==> src/rtl/dcm_pkg.sv <==
// Shared types for the data cache maintenance unit.
// Assumes: register selects are 3 bits; control fields sit at fixed bit positions.
package dcm_pkg;

    typedef enum logic [2:0] {
        SEL_CTRL       = 3'd0,
        SEL_INV_ALL    = 3'd1,
        SEL_FLUSH_ALL  = 3'd2,
        SEL_INV_LINE   = 3'd3,
        SEL_FLUSH_LINE = 3'd4
    } reg_sel_e;

    typedef enum logic [1:0] {
        ST_IDLE = 2'd0,
        ST_SCAN = 2'd1,
        ST_WB   = 2'd2
    } walk_state_e;

    localparam int CTRL_OFF_BIT  = 0;
    localparam int CTRL_MODE_BIT = 6;
    localparam int CTRL_STAT_BIT = 8;

endpackage

==> src/rtl/dcm_regs.sv <==
// Register front end: holds the control bits, decodes command writes and
// holds off every write while a command runs.
// Assumes: reg_wr is held by the requester until reg_wait is low.
module dcm_regs
    import dcm_pkg::*;
#(
    parameter int ADDR_W = 32
) (
    input  logic              clk,
    input  logic              rst_n,
    input  logic              reg_wr,
    input  logic [2:0]        reg_sel,
    input  logic              wdata_off,
    input  logic              wdata_mode,
    input  logic              busy,
    input  logic              status,
    output logic              reg_wait,
    output logic [ADDR_W-1:0] reg_rdata,
    output logic              ctrl_off,
    output logic              ctrl_mode,
    output logic              cmd_start,
    output logic              cmd_inv,
    output logic              cmd_single
);

    logic     accept;
    logic     is_cmd;
    reg_sel_e sel;

    assign sel      = reg_sel_e'(reg_sel);
    assign reg_wait = reg_wr && busy;
    assign accept   = reg_wr && !busy;

    // Decode the command kind from the register select.
    always_comb begin
        is_cmd     = 1'b1;
        cmd_inv    = 1'b0;
        cmd_single = 1'b0;
        case (sel)
            SEL_INV_ALL:    cmd_inv = 1'b1;
            SEL_FLUSH_ALL:  cmd_inv = 1'b0;
            SEL_INV_LINE: begin
                cmd_inv    = 1'b1;
                cmd_single = 1'b1;
            end
            SEL_FLUSH_LINE: cmd_single = 1'b1;
            default:        is_cmd = 1'b0;
        endcase
    end

    assign cmd_start = accept && is_cmd && !ctrl_off;

    // Control register update on accepted writes to select 0.
    always_ff @(posedge clk) begin
        if (!rst_n) begin
            ctrl_off  <= 1'b0;
            ctrl_mode <= 1'b0;
        end else if (accept && sel == SEL_CTRL) begin
            ctrl_off  <= wdata_off;
            ctrl_mode <= wdata_mode;
        end
    end

    // Read mux: only the control register has readable content.
    always_comb begin
        reg_rdata = '0;
        if (sel == SEL_CTRL) begin
            reg_rdata[CTRL_OFF_BIT]  = ctrl_off;
            reg_rdata[CTRL_MODE_BIT] = ctrl_mode;
            reg_rdata[CTRL_STAT_BIT] = status;
        end
    end

    AST_OFF_NO_START: assert property (@(posedge clk) disable iff (!rst_n)
        (ctrl_off && !busy) |=> !busy) else $error("cmd started while off");

endmodule

==> src/rtl/dcm_line_state.sv <==
// Per-line valid, dirty and tag storage of the modelled cache.
// Assumes: a maintenance clear on the same line and cycle as a fill wins.
module dcm_line_state #(
    parameter int NUM_LINES = 16,
    parameter int IDX_W     = 4,
    parameter int TAG_W     = 24
) (
    input  logic                 clk,
    input  logic                 rst_n,
    input  logic                 fill_en,
    input  logic [IDX_W-1:0]     fill_idx,
    input  logic [TAG_W-1:0]     fill_tag,
    input  logic                 fill_dirty,
    input  logic                 clr_en,
    input  logic [IDX_W-1:0]     clr_idx,
    input  logic                 clr_valid,
    input  logic                 clr_dirty,
    input  logic [IDX_W-1:0]     rd_idx,
    output logic [TAG_W-1:0]     rd_tag,
    output logic [NUM_LINES-1:0] valid_vec,
    output logic [NUM_LINES-1:0] dirty_vec
);

    logic [TAG_W-1:0] tag_q [NUM_LINES];

    for (genvar g = 0; g < NUM_LINES; g++) begin : g_line
        logic v_q;
        logic d_q;
        logic fill_hit;
        logic clr_hit;

        assign fill_hit = fill_en && (fill_idx == IDX_W'(g));
        assign clr_hit  = clr_en && (clr_idx == IDX_W'(g));

        // Line state: fill sets it, maintenance clears override.
        always_ff @(posedge clk) begin
            if (!rst_n) begin
                v_q      <= 1'b0;
                d_q      <= 1'b0;
                tag_q[g] <= '0;
            end else begin
                if (fill_hit) begin
                    v_q      <= 1'b1;
                    d_q      <= fill_dirty;
                    tag_q[g] <= fill_tag;
                end
                if (clr_hit && clr_valid) v_q <= 1'b0;
                if (clr_hit && clr_dirty) d_q <= 1'b0;
            end
        end

        assign valid_vec[g] = v_q;
        assign dirty_vec[g] = d_q;
    end

    assign rd_tag = tag_q[rd_idx];

    AST_DIRTY_NEEDS_VALID: assert property (@(posedge clk) disable iff (!rst_n)
        (clr_en && clr_valid && !fill_en) |=> !valid_vec[$past(clr_idx)]) else $error("line not dropped");

endmodule

==> src/rtl/dcm_walker.sv <==
// Command engine: walks one line (single-line command) or every line
// (whole-cache command), issuing a writeback handshake for each dirty line
// that needs one and emitting line clear strobes.
// Assumes: the line state at cur_idx is presented combinationally.
module dcm_walker
    import dcm_pkg::*;
#(
    parameter int NUM_LINES = 16,
    parameter int IDX_W     = 4,
    parameter int TAG_W     = 24
) (
    input  logic             clk,
    input  logic             rst_n,
    input  logic             cmd_start,
    input  logic             cmd_inv,
    input  logic             cmd_single,
    input  logic [IDX_W-1:0] cmd_idx,
    input  logic [TAG_W-1:0] cmd_tag,
    input  logic             ctrl_mode,
    input  logic             cur_valid,
    input  logic             cur_dirty,
    input  logic [TAG_W-1:0] cur_tag,
    input  logic             wb_ack,
    output logic [IDX_W-1:0] cur_idx,
    output logic             busy,
    output logic             status,
    output logic             wb_req,
    output logic             clr_en,
    output logic             clr_valid,
    output logic             clr_dirty
);

    localparam logic [IDX_W-1:0] LAST_IDX = IDX_W'(NUM_LINES - 1);

    walk_state_e      state_q;
    logic [IDX_W-1:0] idx_q;
    logic             inv_q;
    logic             single_q;
    logic             wbneed_q;
    logic [TAG_W-1:0] tag_q;
    logic             hit;
    logic             last;
    logic             step;
    logic             go_wb;

    assign hit     = cur_valid && (!single_q || cur_tag == tag_q);
    assign last    = single_q || (idx_q == LAST_IDX);
    assign cur_idx = idx_q;
    assign busy    = (state_q != ST_IDLE);
    assign status  = busy && wbneed_q;
    assign wb_req  = (state_q == ST_WB);

    // Per-cycle decision for the line under the walker.
    always_comb begin
        step      = 1'b0;
        go_wb     = 1'b0;
        clr_en    = 1'b0;
        clr_valid = 1'b0;
        clr_dirty = 1'b0;
        case (state_q)
            ST_SCAN: begin
                if (hit && cur_dirty && wbneed_q) begin
                    go_wb = 1'b1;
                end else begin
                    step = 1'b1;
                    if (hit && inv_q) begin
                        clr_en    = 1'b1;
                        clr_valid = 1'b1;
                        clr_dirty = 1'b1;
                    end
                end
            end
            ST_WB: begin
                if (wb_ack) begin
                    step      = 1'b1;
                    clr_en    = 1'b1;
                    clr_dirty = 1'b1;
                    clr_valid = inv_q;
                end
            end
            default: ;
        endcase
    end

    // Walker state, line index and latched command attributes.
    always_ff @(posedge clk) begin
        if (!rst_n) begin
            state_q  <= ST_IDLE;
            idx_q    <= '0;
            inv_q    <= 1'b0;
            single_q <= 1'b0;
            wbneed_q <= 1'b0;
            tag_q    <= '0;
        end else begin
            case (state_q)
                ST_IDLE: begin
                    if (cmd_start) begin
                        state_q  <= ST_SCAN;
                        idx_q    <= cmd_single ? cmd_idx : '0;
                        inv_q    <= cmd_inv;
                        single_q <= cmd_single;
                        wbneed_q <= !cmd_inv || ctrl_mode;
                        tag_q    <= cmd_tag;
                    end
                end
                default: begin
                    if (go_wb) begin
                        state_q <= ST_WB;
                    end else if (step) begin
                        if (last) begin
                            state_q <= ST_IDLE;
                        end else begin
                            state_q <= ST_SCAN;
                            idx_q   <= idx_q + 1'b1;
                        end
                    end
                end
            endcase
        end
    end

    AST_STATUS_COVERS_WB: assert property (@(posedge clk) disable iff (!rst_n)
        wb_req |-> status) else $error("writeback without status");

endmodule

==> src/rtl/dcache_maint_unit.sv <==
// Top of the data cache maintenance unit: register front end, line state
// store and command walker, plus the writeback address assembly.
// Assumes: ADDR_W > OFFS_W + IDX_W and ADDR_W > 8 so the status bit fits.
module dcache_maint_unit #(
    parameter int ADDR_W    = 32,
    parameter int NUM_LINES = 16,
    parameter int LINE_LEN  = 0
) (
    input  logic                 clk,
    input  logic                 rst_n,
    input  logic                 reg_wr,
    input  logic [2:0]           reg_sel,
    input  logic [ADDR_W-1:0]    reg_wdata,
    output logic [ADDR_W-1:0]    reg_rdata,
    output logic                 reg_wait,
    input  logic                 fill_en,
    input  logic [ADDR_W-1:0]    fill_addr,
    input  logic                 fill_dirty,
    output logic                 wb_req,
    output logic [ADDR_W-1:0]    wb_addr,
    input  logic                 wb_ack,
    output logic [NUM_LINES-1:0] line_valid,
    output logic [NUM_LINES-1:0] line_dirty
);

    localparam int OFFS_W = 4 + LINE_LEN;
    localparam int IDX_W  = (NUM_LINES > 1) ? $clog2(NUM_LINES) : 1;
    localparam int TAG_W  = ADDR_W - OFFS_W - IDX_W;

    logic             ctrl_off;
    logic             ctrl_mode;
    logic             cmd_start;
    logic             cmd_inv;
    logic             cmd_single;
    logic             busy;
    logic             status;
    logic [IDX_W-1:0] cur_idx;
    logic [TAG_W-1:0] cur_tag;
    logic             clr_en;
    logic             clr_valid;
    logic             clr_dirty;
    logic             unused_offsets;

    assign unused_offsets = ^{reg_wdata[OFFS_W-1:0], fill_addr[OFFS_W-1:0]};

    dcm_regs #(.ADDR_W(ADDR_W)) i_regs (
        .clk        (clk),
        .rst_n      (rst_n),
        .reg_wr     (reg_wr),
        .reg_sel    (reg_sel),
        .wdata_off  (reg_wdata[dcm_pkg::CTRL_OFF_BIT]),
        .wdata_mode (reg_wdata[dcm_pkg::CTRL_MODE_BIT]),
        .busy       (busy),
        .status     (status),
        .reg_wait   (reg_wait),
        .reg_rdata  (reg_rdata),
        .ctrl_off   (ctrl_off),
        .ctrl_mode  (ctrl_mode),
        .cmd_start  (cmd_start),
        .cmd_inv    (cmd_inv),
        .cmd_single (cmd_single)
    );

    dcm_line_state #(.NUM_LINES(NUM_LINES), .IDX_W(IDX_W), .TAG_W(TAG_W)) i_lines (
        .clk        (clk),
        .rst_n      (rst_n),
        .fill_en    (fill_en),
        .fill_idx   (fill_addr[OFFS_W +: IDX_W]),
        .fill_tag   (fill_addr[ADDR_W-1 -: TAG_W]),
        .fill_dirty (fill_dirty),
        .clr_en     (clr_en),
        .clr_idx    (cur_idx),
        .clr_valid  (clr_valid),
        .clr_dirty  (clr_dirty),
        .rd_idx     (cur_idx),
        .rd_tag     (cur_tag),
        .valid_vec  (line_valid),
        .dirty_vec  (line_dirty)
    );

    dcm_walker #(.NUM_LINES(NUM_LINES), .IDX_W(IDX_W), .TAG_W(TAG_W)) i_walker (
        .clk        (clk),
        .rst_n      (rst_n),
        .cmd_start  (cmd_start),
        .cmd_inv    (cmd_inv),
        .cmd_single (cmd_single),
        .cmd_idx    (reg_wdata[OFFS_W +: IDX_W]),
        .cmd_tag    (reg_wdata[ADDR_W-1 -: TAG_W]),
        .ctrl_mode  (ctrl_mode),
        .cur_valid  (line_valid[cur_idx]),
        .cur_dirty  (line_dirty[cur_idx]),
        .cur_tag    (cur_tag),
        .wb_ack     (wb_ack),
        .cur_idx    (cur_idx),
        .busy       (busy),
        .status     (status),
        .wb_req     (wb_req),
        .clr_en     (clr_en),
        .clr_valid  (clr_valid),
        .clr_dirty  (clr_dirty)
    );

    // Line-aligned writeback address: stored tag, walker index, zero offset.
    assign wb_addr = {cur_tag, cur_idx, {OFFS_W{1'b0}}};

    AST_WB_HOLD: assert property (@(posedge clk) disable iff (!rst_n)
        (wb_req && !wb_ack && !fill_en) |=> (wb_req && $stable(wb_addr))) else $error("wb dropped");
    AST_WB_DIRTY_LINE: assert property (@(posedge clk) disable iff (!rst_n)
        wb_req |-> (line_valid[cur_idx] && line_dirty[cur_idx])) else $error("wb of clean line");

endmodule

==> config.mk <==
export PLATFORM = sky130hd
export DESIGN_NAME = dcache_maint_unit
export DESIGN_NICKNAME = d
export VERILOG_FILES = /design/src/rtl/dcm_pkg.sv /design/src/rtl/dcm_regs.sv /design/src/rtl/dcm_line_state.sv /design/src/rtl/dcm_walker.sv /design/src/rtl/dcache_maint_unit.sv
export SDC_FILE = /design/constraint.sdc
export NUM_CORES = 1
export LEC_CHECK = 0
export BUFFER_PORTS_ARGS = -buffer_cell sky130_fd_sc_hd__buf_2
export CORE_MARGIN = 4
export CORE_UTILIZATION = 54
export DETAILED_ROUTE_END_ITERATION = 8
export GPL_TIMING_DRIVEN = 1
export PLACE_DENSITY = 0.73
export SLEW_MARGIN = 10
export SYNTH_ARGS = -nofsm -noshare
export SYNTH_HDL_FRONTEND = slang
export SYNTH_HIERARCHICAL = 1
export SYNTH_SLANG_ARGS = --single-unit
==> constraint.sdc <==
create_clock -name clk -period 3.5 [get_ports clk]
set_input_delay 0.175 -clock clk [delete_from_list [all_inputs] [get_ports clk]]
set_output_delay 0.175 -clock clk [all_outputs]
set_load 0.05 [all_outputs]
Word level (Yosys, flattened, before mapping). Memory sizes are Yosys's and may differ from the RTL's. A register that Yosys moved wholly into a read port is not among the register bits. Index checks and enable logic that the tools add are counted.

Add/subtract/negate cells: 1. $lt $le $gt $ge: 1. Equal/unequal tests: 40. Muxes and demuxes: 98. Bitwise logic cells: 17. Reductions and logical operators: 126.

Operators with widths (number): 24-bit 2-to-1 mux (16); 1-bit logical AND (74); 2-bit OR reduction (34); 1-bit 2-to-1 mux (65); 4-bit equality test, second input constant (16); 4-bit by 3-bit equality test with 1-bit output, second input constant (8); 4-bit 2-to-1 mux (8); 24-bit equality test (1); 4-bit by 2-bit equality test with 1-bit output, second input constant (4); 1-bit OR (16); 1-bit binary-select mux with 4-bit select (2); 4-bit by 1-bit equality test with 1-bit output, second input constant (2); 4-bit zero test (2); 2-bit 2-to-1 mux (4); 3-bit by 2-bit equality test with 1-bit output, second input constant (2); 2-bit inequality test, second input constant (3); 1-bit case mux with 2 select lines (3); 4-bit by 5-bit less-than comparator with 1-bit output, second input constant (1); 4-bit by 1-bit adder with 4-bit output, second input constant (1); 1-bit zero test (4); 2-bit AND reduction (2); 4-bit AND reduction (1); 2-bit nonzero test (2); 4-bit OR reduction (1); other kinds (9) (11).

Register bits: 67. Bits in writable memories: 384. Input bits: 73. Output and inout port bits: 98. Logic and storage cells: 324. Memories: 1.

Memory list: i_lines.tag_q (depth 16, bits a word 24, rd ports 1, clocked after memory_dff 1, wr ports 16, line dcm_line_state.sv:24) `logic [TAG_W-1:0] tag_q [NUM_LINES];`.

Longest topological paths before layout.
Word-level depth: 12. Mapped depth: 15.

Hierarchy. The synthesis kept the hierarchy.

Modules (own cells, without submodules): dcm_line_state (times used 1, cells an instance 1294, area each 18860.6 um^2); dcm_walker (times used 1, cells an instance 215, area each 1714.1 um^2); dcm_regs (times used 1, cells an instance 50, area each 399.1 um^2); dcache_maint_unit (times used 1, cells an instance 26, area each 302.8 um^2).

Worst setup path before layout. No wires, ideal clock.

Path kind: reg-to-reg. From: register i_walker.idx_q[0], in the netlist i_walker/cur_idx[0]. To: register i_lines.g_line[2].d_q. Library setup time: 0.119 ns. Arrival: 4.367 ns. Slack: -0.987 ns. Cell stages (with the launch flop): 15. Buffers on the path: 3. Cell sequence: dfxtp_1 > clkbuf_1 > buf_2 > mux4_2 > a22oi_1 > nand2_1 > xnor2_1 > nand4_1 > nor4_2 > a21boi_1 > o21ai_1 > buf_4 > or4b_1 > o21ai_0 > nor3_1.

Cells in the longest elaborated chain, start to end: 10. Elaborated cells between the ends (all ways): 15. Classes of those cells: eq/ne: 1; mux: 7; reduce/logical: 7.

RTL lines: from (decl) (line dcm_walker.sv:36) `logic [IDX_W-1:0] idx_q;`; from (signal assigned) (line dcm_walker.sv:99) `idx_q <= cmd_single ? cmd_idx : '0;`; from (signal assigned) (line dcm_walker.sv:114) `idx_q <= idx_q + 1'b1;`; 1-bit binary-select mux with 4-bit select (line dcache_maint_unit.sv:90) `.cur_valid (line_valid[cur_idx]),`; 1-bit 2-to-1 mux (not written as such) (line dcache_maint_unit.sv:90); 1-bit logical AND (line dcm_walker.sv:46) `assign hit = cur_valid && (!single_q || cur_tag == tag_q);`; 1-bit logical AND, on equally long branches (line dcm_walker.sv:66, dcm_walker.sv:62); 1-bit 2-to-1 mux / 1-bit logical AND (equally long branches) (line dcm_walker.sv:66, dcm_walker.sv:62); 1-bit 2-to-1 mux (*) (line dcm_walker.sv:62) `if (hit && cur_dirty && wbneed_q) begin`; 1-bit case mux with 2 select lines (*) (line dcm_walker.sv:60) `case (state_q)`; net clr_dirty (line dcache_maint_unit.sv:41) `logic clr_dirty;`; 1-bit logical AND (line dcm_line_state.sv:33) `assign clr_hit = clr_en && (clr_idx == IDX_W'(g));`; 1-bit logical AND (*) (line dcm_line_state.sv:48) `if (clr_hit && clr_dirty) d_q <= 1'b0;`; 2-bit OR reduction (no source line) (*); to (signal assigned) (line dcm_line_state.sv:44) `d_q <= fill_dirty;`; to (decl) (line dcm_line_state.sv:28) `logic d_q;`.

Mark *: on every way through the listed nets, which the timed path passes. The rest lies on a longest branch. The select of a mux whose other input is x is not followed. A chain may end at the register's enable or synchronous reset.

Final worst setup path.
From: register i_walker.idx_q[0], in the netlist i_walker/cur_idx[0]. To: register i_lines.g_line[0].d_q.

Cells in the longest elaborated chain, start to end: 10. Elaborated cells between the ends (all ways): 15. Classes of those cells: mux: 7; reduce/logical: 8.

RTL lines (line): 1-bit binary-select mux with 4-bit select (dcache_maint_unit.sv:90); 1-bit 2-to-1 mux (not written as such) (dcache_maint_unit.sv:90); 1-bit logical AND (dcm_walker.sv:46); 1-bit logical AND, on equally long branches (dcm_walker.sv:66, dcm_walker.sv:62); 1-bit 2-to-1 mux / 1-bit logical AND (equally long branches) (dcm_walker.sv:66, dcm_walker.sv:62); 1-bit 2-to-1 mux (*) (dcm_walker.sv:62); 1-bit case mux with 2 select lines (*) (dcm_walker.sv:60); net clr_dirty (dcache_maint_unit.sv:41); 1-bit logical AND (dcm_line_state.sv:33); 1-bit logical AND (*) (dcm_line_state.sv:48); 2-bit OR reduction (no source line) (*); to (signal assigned) (dcm_line_state.sv:44); to (decl) (dcm_line_state.sv:28).

Marks and branches as above.

==> summary.md <==
| Metric | Value |
|---|---|
| Status | finished with violations |
| Failing checks | negative setup slack |
| Top cells by area, synth | edfxtp_1 (54%), and2_1 (11%), mux4_2 (11%) |
| First-pass GRT wire length | 85400 um |
| DRT iter0 DRCs | 1547 |
| Share of layout cells above drive strength 1 | 30.7% |
| Final core occ | 65.0% |
| Setup WS post-layout | -0.0796 ns |
| Number of synthesized flops with an enable pin | 384 |
| Initial antenna violation count | 7 |
| Syn. warnings | 6 |
| MaxCap Viol Count | 0 |
| Buffer depth of the longest clock path | 3 |
| Pre-antenna DRT Iters | 5 |
| Post-DP HPWL | 34300 um |
| Worst Path Max Fanout | 8 |
| Leak Pwr | 9.08 nW |
| Arrival time at the worst endpoint | 4.04 ns |
| H-tree levels | 2 |
| DR vias/cell | 5.92 |
| Fin Setup TNS | -0.363 ns |
| GP Congestion | 0.879 |
| Kind of end point of the critical path | flop |
| Synthesized instance count | 1585 |
| Hold/Removal Path Class | in2reg |
| Fin nets | 1852 |
| CTS clk-pin slew, worst paths | 0.06 ns |
| Vias in the first global route | 13700 |
| Sink Count | 451 |
| CP required | 3.96 ns |
| CTS tree | built |
| FF+latch area | 12900 um^2 |
| Cell at the root of the clock tree | clkbuf_16 |
| Synth top area share | 54.2% |
| Slew of the pin with the lowest slew margin | 0.862 ns |
| IO Port Bufs | 130 |
| Crit Path Category | reg2reg |
| Initial Util | 54.8% |
| FP Rows | 72 |
| Worst skew pair latency | 0.58 ns |
| DRC Markers | 0 |
| Final wirelength | 58400 um |
| PD cells | 527 nW/um^2 |
| RSZ-0062 raised after global routing | yes |
| Die height | 206 um |
| Top FF cell, synth | edfxtp_1 |
| Achievable frequency | 279 MHz |
| Startpoint types | flop |
| Tot GR Track Use | 27.2% |
| Final hold vios | 0 |
| Slew headroom | 42.5% |
| Post-synthesis async set-or-reset flop share | 0% |
| Layout area overhead | 18.6% |
| Synthesized flop and latch total | 451 |
| Post-synth cell types | 57 |
| Largest area contributor in the netlist | edfxtp_1 |
| Count of final max-slew check failures | 0 |
| Fill cell count | 2740 |
| Post-route ant nets | 0 |
| Core ar. | 38800 um^2 |
| Most frequent cell after synthesis | and2_1 |
| Synth Area per Inst | 13.4 um^2 |
| Commonest cells in the netlist | and2_1 (391), edfxtp_1 (384), mux4_2 (100) |
| DR vias | 13800 |
| Largest net degree at the start of global routing | 40 |
| Die ar. | 42600 um^2 |
| Routed len/inst | 25.0 um |
| Final period util | 102% |
| Seq/Total Area, Yosys | 60.5% |
| Setup skew after layout | 0.0139 ns |
| Peak VDD IR | 452 uV |
| Crit path time final | 3.58 ns |
| Horiz. Die Dim | 206 um |
| GR Overflow Total | 0 |
| IO Pins | 171 |
| CTS buffer count | 46 |
| Area of the multi-input gates | 7980 um^2 |
| Final setup viols | 15 |
| Mapped cell area | 21300 um^2 |
[critical path, stage by stage, from the launching register on]
cell	delay, ns
dfxtp_4	0.37
buf_12	0.17
buf_12	0.15
buf_6	0.10
mux4_2	0.50
a22oi_2	0.19
nand2_2	0.11
xnor2_1	0.14
nand4_1	0.27
nor4_4	0.38
a21boi_2	0.10
o21ai_2	0.23
or4b_4	0.54
o21ai_1	0.15
nor3_1	0.05
[what timing repair did]
item                                    CTS  global route
cloned                                    2             2
gates resized for setup                  22            64
endpoints found under the hold margin    28             0
setup buffers                            14            19
endpoints found under the setup margin   28            32
pin swaps                                11            39
hold buffers                             30             0
[registers in the layout, summed over array words and instances (netlist names)]
signal              flops
i_lines/tag_q         384
i_walker/state_q        2
i_walker/cur_idx        4
i_lines/g_line.v_q     16
i_regs/ctrl_off         1
i_walker/single_q       1
i_walker/wbneed_q       1
i_lines/g_line.d_q     16
i_walker/tag_q         24
i_walker/inv_q          1
i_regs/ctrl_mode        1
[cell usage in the layout (no fill, tap or decap), types with 5 or more instances in the layout]
master,n
a21oi_1,62
a22oi_1,22
a22oi_2,28
a31oi_1,6
and2_1,391
buf_12,14
buf_2,130
buf_4,115
clkbuf_1,13
clkbuf_16,49
clkinv_1,12
clkinv_2,7
conb_1,33
dfxtp_1,63
dlygate4sd3_1,30
edfxtp_1,384
inv_1,6
mux4_2,100
nand2_1,67
nand2_2,13
nand2_4,11
nand2b_1,5
nand3_1,13
nand3b_1,8
nand4_1,7
nor2_1,23
nor2_2,17
nor2b_1,6
nor3_1,31
o21ai_1,21
o21ai_2,29
xnor2_1,18
xnor2_2,5
[metal layers]
| layer | global-route usage (%) | vias up | wire length, um |
|---|---|---|---|
| met3 | 5.05 | 135 | 5480 |
| met1 | 37.2 | 6858 | 22800 |
| met5 | 0 | - | 0 |
| met2 | 44.0 | 765 | 27900 |
| li1 | - | 6057 | - |
| met4 | 10.1 | 0 | 2220 |
[cell families after synthesis]
group	after synthesis	synth area share, %
AND/OR/NAND/NOR	618	16.8
multiplexers	107	11.2
buffers and inverters	194	4.95
XOR/XNOR	24	0.988
other	2	0.0353
flip-flops	451	60.5
adder cells (fa/ha/maj)	4	0.235
AO/OA/AOI/OAI	185	5.30
[per-stage QoR]
step                      setup WS, ns  power, W  hold slack [ns]  instances  area, um^2
after floorplan                 -0.163   0.00781            0.303       1616       21700
after global placement          -0.105   0.00845            0.423       2179       22900
after detailed placement       -0.0991   0.00849            0.426       2179       22900
after CTS                     -0.00366    0.0132           0.0170       2310       24900
after global routing            -0.197    0.0137           0.0740       2333       25200
final                          -0.0796    0.0133           0.0368       2334       25200
[path summary, 6_finish.rpt]
kind | cells after the start | endpoint | slack [ns] | start
setup / recovery | 14 | i_lines/g_line[0].d_q | -0.08 | i_walker/cur_idx[0]
hold reg to reg | 2 | i_walker/tag_q[18] | 0.48 | i_walker/tag_q[18]
hold / removal | 4 | i_walker/cur_idx[3] | 0.04 | reg_wdata[7]
setup reg to reg | 14 | i_lines/g_line[0].d_q | -0.08 | i_walker/cur_idx[0]
[final cells by class]
| type | instances | area share [%] |
|---|---|---|
| antenna | 4 | 0.0397 |
| tap | 518 | 2.57 |
| timing repair buffer | 299 | 9.03 |
| multi-input combinational | 971 | 31.6 |
| sequential | 451 | 51.0 |
| clock inverter | 25 | 0.749 |
| clock buffer | 60 | 4.85 |
| inverter | 6 | 0.0892 |
[power breakdown]
group          switching (W)  internal, W
Combinational        0.00140      0.00100
Clock                0.00202      0.00263
Sequential          0.000118      0.00613
(Power assumes the default switching activity.)
